==> config.mk <==
export PLATFORM = sky130hd
export DESIGN_NAME = bsc_unit
export DESIGN_NICKNAME = d
export VERILOG_FILES = /design/src/rtl/bsc_pkg.sv /design/src/rtl/bsc_prep.sv /design/src/rtl/bsc_lzc.sv /design/src/rtl/bsc_sel.sv /design/src/rtl/bsc_unit.sv
export SDC_FILE = /design/constraint.sdc
export NUM_CORES = 1
export LEC_CHECK = 0
export CELL_PAD_IN_SITES_DETAIL_PLACEMENT = 0
export CELL_PAD_IN_SITES_GLOBAL_PLACEMENT = 1
export CORE_UTILIZATION = 41
export CTS_BUF_LIST = sky130_fd_sc_hd__clkbuf_8 sky130_fd_sc_hd__clkbuf_16
export DETAILED_ROUTE_END_ITERATION = 10
export PLACE_DENSITY = 0.82
export SLEW_MARGIN = 40
export SYNTH_ARGS = -nofsm -noshare
export SYNTH_HDL_FRONTEND = slang
export SYNTH_HIERARCHICAL = 1
export SYNTH_SLANG_ARGS = --single-unit
==> constraint.sdc <==
create_clock -name clk -period 26 [get_ports clk]
set_input_delay 5.2 -clock clk [delete_from_list [all_inputs] [get_ports clk]]
set_output_delay 5.2 -clock clk [all_outputs]
set_load 0.02 [all_outputs]
==> src/rtl/bsc_pkg.sv <==
package bsc_pkg;

  typedef enum logic [1:0] {
    SZ_QTR  = 2'b00,
    SZ_HALF = 2'b01,
    SZ_FULL = 2'b10,
    SZ_ALT  = 2'b11
  } size_e;

  typedef struct packed {
    logic       zf;
    logic       cf;
    logic [1:0] vld;
  } flags_t;

  localparam logic [1:0] VLD_SCAN  = 2'b01;
  localparam logic [1:0] VLD_COUNT = 2'b11;

endpackage

==> src/rtl/bsc_prep.sv <==
module bsc_prep
  import bsc_pkg::*;
#(
  parameter int W  = 64,
  parameter int CW = 7
) (
  input  logic [W-1:0]  opnd,
  input  logic [1:0]    size_sel,
  output logic [W-1:0]  ext,
  output logic [W-1:0]  filled,
  output logic [CW-1:0] size_cnt,
  output logic          is_zero
);

  localparam int WQ = W / 4;
  localparam int WH = W / 2;

  logic [W-1:0] keep;

  always_comb begin
    case (size_sel)
      SZ_QTR: begin
        keep     = {{(W-WQ){1'b0}}, {WQ{1'b1}}};
        size_cnt = CW'(WQ);
      end
      SZ_HALF: begin
        keep     = {{(W-WH){1'b0}}, {WH{1'b1}}};
        size_cnt = CW'(WH);
      end
      default: begin
        keep     = '1;
        size_cnt = CW'(W);
      end
    endcase
  end

  // zero-extend, then fill above the width so a trailing count stops at the width
  assign ext     = opnd & keep;
  assign filled  = ext | ~keep;
  assign is_zero = (ext == '0);

endmodule

==> src/rtl/bsc_lzc.sv <==
module bsc_lzc #(
  parameter int W  = 64,
  parameter int G  = 4,
  parameter int CW = 7
) (
  input  logic [W-1:0]  v,
  output logic [CW-1:0] cnt
);

  localparam int N  = W / G;
  localparam int GW = $clog2(G + 1);

  logic [N-1:0][GW-1:0] gcnt;
  logic [N-1:0]         gzero;

  // group 0 holds the most significant bits
  for (genvar g = 0; g < N; g++) begin : g_grp
    logic [G-1:0]  bits;
    logic [GW-1:0] gc;

    assign bits = v[W-1-g*G -: G];

    always_comb begin
      gc = GW'(G);
      for (int b = 0; b < G; b++) begin
        if (bits[b]) gc = GW'(G - 1 - b);
      end
    end

    assign gcnt[g]  = gc;
    assign gzero[g] = ~|bits;
  end

  logic [CW-1:0] acc;
  logic          stop;

  always_comb begin
    acc  = '0;
    stop = 1'b0;
    for (int g = 0; g < N; g++) begin
      if (!stop) begin
        acc  = acc + CW'(gcnt[g]);
        stop = ~gzero[g];
      end
    end
  end

  assign cnt = acc;

endmodule

==> src/rtl/bsc_sel.sv <==
module bsc_sel
  import bsc_pkg::*;
#(
  parameter int W  = 64,
  parameter int CW = 7
) (
  input  logic          rev,
  input  logic          rep_pfx,
  input  logic          lead_en,
  input  logic          trail_en,
  input  logic [CW-1:0] lz_cnt,
  input  logic [CW-1:0] tz_cnt,
  input  logic [CW-1:0] size_cnt,
  input  logic          is_zero,
  input  logic [W-1:0]  dst_in,
  output logic [W-1:0]  res,
  output flags_t        flg
);

  logic          count_mode;
  logic [CW-1:0] lead_cnt;
  logic [CW-1:0] cnt_val;

  assign count_mode = rep_pfx & (rev ? lead_en : trail_en);
  // the full-width leading count includes the zeros above the operand width
  assign lead_cnt   = lz_cnt - (CW'(W) - size_cnt);
  assign cnt_val    = rev ? lead_cnt : tz_cnt;

  always_comb begin
    if (count_mode) begin
      res     = W'(cnt_val);
      flg.cf  = is_zero;
      flg.zf  = (cnt_val == '0);
      flg.vld = VLD_COUNT;
    end else begin
      flg.cf  = 1'b0;
      flg.zf  = is_zero;
      flg.vld = VLD_SCAN;
      if (is_zero)  res = dst_in;
      else if (rev) res = W'(lz_cnt ^ CW'(W - 1));
      else          res = W'(tz_cnt);
    end
  end

endmodule

==> src/rtl/bsc_unit.sv <==
module bsc_unit
  import bsc_pkg::*;
#(
  parameter int DATA_W = 64,
  parameter int GRP_W  = 4
) (
  input  logic              clk,
  input  logic              rst,
  input  logic [DATA_W-1:0] opnd,
  input  logic [1:0]        size_sel,
  input  logic              rev,
  input  logic              rep_pfx,
  input  logic              lead_en,
  input  logic              trail_en,
  input  logic [DATA_W-1:0] dst_in,
  output logic [DATA_W-1:0] result,
  output logic              zf,
  output logic              cf,
  output logic [1:0]        flag_vld
);

  localparam int CNT_W = $clog2(DATA_W) + 1;

  logic [DATA_W-1:0] ext, filled, filled_rev, res_d;
  logic [CNT_W-1:0]  size_cnt, lz_cnt, tz_cnt;
  logic              is_zero;
  flags_t            flg_d;

  bsc_prep #(.W(DATA_W), .CW(CNT_W)) u_prep (
    .opnd     (opnd),
    .size_sel (size_sel),
    .ext      (ext),
    .filled   (filled),
    .size_cnt (size_cnt),
    .is_zero  (is_zero)
  );

  // the trailing count is a leading count of the bit-reversed word
  for (genvar i = 0; i < DATA_W; i++) begin : g_rev
    assign filled_rev[i] = filled[DATA_W-1-i];
  end

  bsc_lzc #(.W(DATA_W), .G(GRP_W), .CW(CNT_W)) u_lz (
    .v   (ext),
    .cnt (lz_cnt)
  );

  bsc_lzc #(.W(DATA_W), .G(GRP_W), .CW(CNT_W)) u_tz (
    .v   (filled_rev),
    .cnt (tz_cnt)
  );

  bsc_sel #(.W(DATA_W), .CW(CNT_W)) u_sel (
    .rev      (rev),
    .rep_pfx  (rep_pfx),
    .lead_en  (lead_en),
    .trail_en (trail_en),
    .lz_cnt   (lz_cnt),
    .tz_cnt   (tz_cnt),
    .size_cnt (size_cnt),
    .is_zero  (is_zero),
    .dst_in   (dst_in),
    .res      (res_d),
    .flg      (flg_d)
  );

  always_ff @(posedge clk) begin
    if (rst) begin
      result   <= '0;
      zf       <= 1'b0;
      cf       <= 1'b0;
      flag_vld <= 2'b00;
    end else begin
      result   <= res_d;
      zf       <= flg_d.zf;
      cf       <= flg_d.cf;
      flag_vld <= flg_d.vld;
    end
  end

endmodule

==> results.cfg <==
[run_status]
outcome = finished, final reports clean

[worst_setup_path]
cp_slowest_stage_delay_ns = 0.55
worstSetupEndpointType = flip-flop
crit_required_ns = 26.18
start_kind = primary input
path_common_cell = fa_1
cpMaxStageDelayCell = fa_1
crit_type = primary input to flip-flop
worstPathArrival_ns = 21.65
crit_fanout = 4

[layout]
post-route-cell-area_um2 = 14560
n_fill_cell = 2867
multiInputGateArea_um2 = 10030
antennaDiodeCount = 0
post-route-util_pct = 50.17
layout-drive-gt1-share_pct = 6.667
register_area_um2 = 1361
fin_cells = 2139
layout-area-overhead-vs-synth_pct = 18.91
nets = 2019

[route]
routedWlPerCell_um = 15.51
postRouteAntennaNets = 0
post-route-drc-count = 0
dr.pass1.iters = 5
drtIter0Drc = 703
vias = 11610
via_per_inst = 5.427
wl_um = 33180

[floorplan]
dieArea_um2 = 30550
start_util_pct = 42.19
std_cell_rows = 62
die_x_um = 174.8
ioPinCount = 204
core_um2 = 29010
die_h_um = 174.8

[synth]
synth_cells = 1625
syn_area_um2 = 12240
yosysMostFrequentCell = nor2_1
synth.area.top_cells = dfxtp_1 11%, ha_1 10%, a21oi_1 5.4%
synth_top_area_share_pct = 11.12
synth_commonest_cells = 143 x nor2_1, 133 x a21oi_1, 127 x nand2_1
ys_warn_count = 6
synth_edf_count = 0
ys_types = 107
ys_seq_elements = 68
yosysTopAreaCell = dfxtp_1
async_flop_share_pct = 0
synthFlopType = dfxtp_1
ys_seq_area_share_pct = 11.12
avgSynthCellArea_um2 = 7.533

[power_and_ir_drop]
power_leakage_nw = 6.279
p_per_area_nw_per_um2 = 27.41
finalPower_uw = 398.9
ir_worst_vdd_mv = 0.02392

[cts]
cts.hold.buffers_added = 0
cts_resized = 0
cts_buffer_depth = 2
htree_levels = 3
cts-root-buf = clkbuf_16
postCtsSetupBuffers = 0
cts_buffers = 9
cts.sinks = 68
cts_tree = done
clkSlewWorstSetupHoldPaths_ns = 0.06

[place]
place_area_um2 = 14240
hpwl_um = 27410
dp_worst_setup_slack_ns = 4.184
dp.cells = 2124
port-buffer-count = 203
gp_congestion = 0.8403

[grt]
antenna_found_initial = 0
grt_pass1_wl_um = 54610
gr-usage-all-layers_pct = 21.49
overflow = 0
grt_max_degree = 74
grt_pass1_vias = 11060

[min_path]
hold_path_end = result[20]$_SDFF_PP0_
holdPathStages = 3
min_from = rst
hold_path.class = primary input to flip-flop

[sta]
period_minus_slack_ns = 21.46
setup_ws_ns = 4.535
relSlewSlack_pct = 47.17
fmax_mhz = 46.59
drv_slew = 0
hold_viol_final = 0
worst_hold_slack_ns = 5.497
setup_viol = 0
finalSetupTns_ns = 0
worstMarginPinSlew_ns = 0.7852
period_share_pct = 82.56
rsz0062_at_grt = no

[flow_run]
maxCapViolCount = 0
-- where the power goes --
part / total, mW / switching (mW) / internal [mW]
sequential: 0.106 / 0.000265 / 0.105
combinational: 0.166 / 0.0908 / 0.0750
clock: 0.128 / 0.0440 / 0.0835
total: 0.399 / 0.135 / 0.264
-- routing by layer --
| metal | wire length [µm] | up-vias | global-route usage, % | share of wire, % |
|---|---|---|---|---|
| met5 | 0 | - | 0 | 0 |
| met4 | 384 | 0 | 3.587 | 1.2 |
| met3 | 1264 | 24 | 2.372 | 3.8 |
| met2 | 16050 | 240 | 38.33 | 48 |
| met1 | 15480 | 5408 | 28.02 | 47 |
| li1 | - | 5937 | - | - |
-- worst max path at each step --
stage | start | endpoint | slack (ns) | cells after the start
after CTS | opnd[60] | zf$_SDFF_PP0_ | 4.44 | 64
final | opnd[60] | zf$_SDFF_PP0_ | 4.54 | 64
after floorplan | size_sel[1] | zf$_SDFF_PP0_ | 5.86 | 64
after global placement | opnd[60] | zf$_SDFF_PP0_ | 4.66 | 63
after detailed placement | opnd[60] | zf$_SDFF_PP0_ | 4.18 | 64
after global routing | opnd[60] | zf$_SDFF_PP0_ | 3.47 | 64
-- registers in the layout, indices dropped and copies added (netlist names) --
name      flops
zf            1
result       64
cf            1
flag_vld      2
-- layout make-up --
type / instances / share of cell area (%)
inverter: 76 / 2.063
sequential: 68 / 9.353
multi-input combinational: 1386 / 68.91
timing repair buffer: 210 / 14.22
tap: 384 / 3.301
clock buffer: 9 / 1.547
clock inverter: 6 / 0.6103
-- cell usage in the layout, fill, tap and decap left out, types with 7 or more instances in the layout --
master / n
xnor2_1: 57
mux2_2: 22
xor2_1: 31
clkbuf_16: 9
a21oi_1: 133
a21boi_0: 10
or3_1: 20
a21o_1: 32
nand2_1: 127
clkdlybuf4s50_1: 200
nor4_1: 39
fa_1: 31
dfxtp_1: 68
nor3_1: 54
ha_1: 101
nor2b_1: 93
and3_1: 64
o21a_1: 10
mux2i_1: 43
o21ai_0: 62
or4_1: 8
nand3_1: 34
nand3b_1: 8
nand4_1: 10
buf_4: 7
nand2b_1: 55
inv_1: 64
nor2_1: 142
or2_1: 19
and2_1: 38
clkinv_1: 7
-- worst max-delay path: cells and delay by family --
family                     cells  cell delay [ns]
adders and majority gates     16             7.21
and+or+nand+nor               17             2.06
muxes                         10             1.93
buffers and inverters          3             0.60
AOI/OAI and AO/OA             12             3.31
xor gates and xnor gates       6             1.32
-- cells by family after synthesis --
| family | Yosys count | share of synthesized area, % |
|---|---|---|
| flip-flops | 68 | 11.12 |
| other | 2 | 0.06135 |
| adder cells (fa/ha/maj) | 134 | 15.56 |
| multiplexers | 69 | 6.154 |
| buffers and inverters | 174 | 7.227 |
| XOR/XNOR | 109 | 9.946 |
| AND/OR/NAND/NOR | 758 | 33.97 |
| AO/OA/AOI/OAI | 311 | 15.97 |
Note: power is estimated with default switching activity, not from simulation.
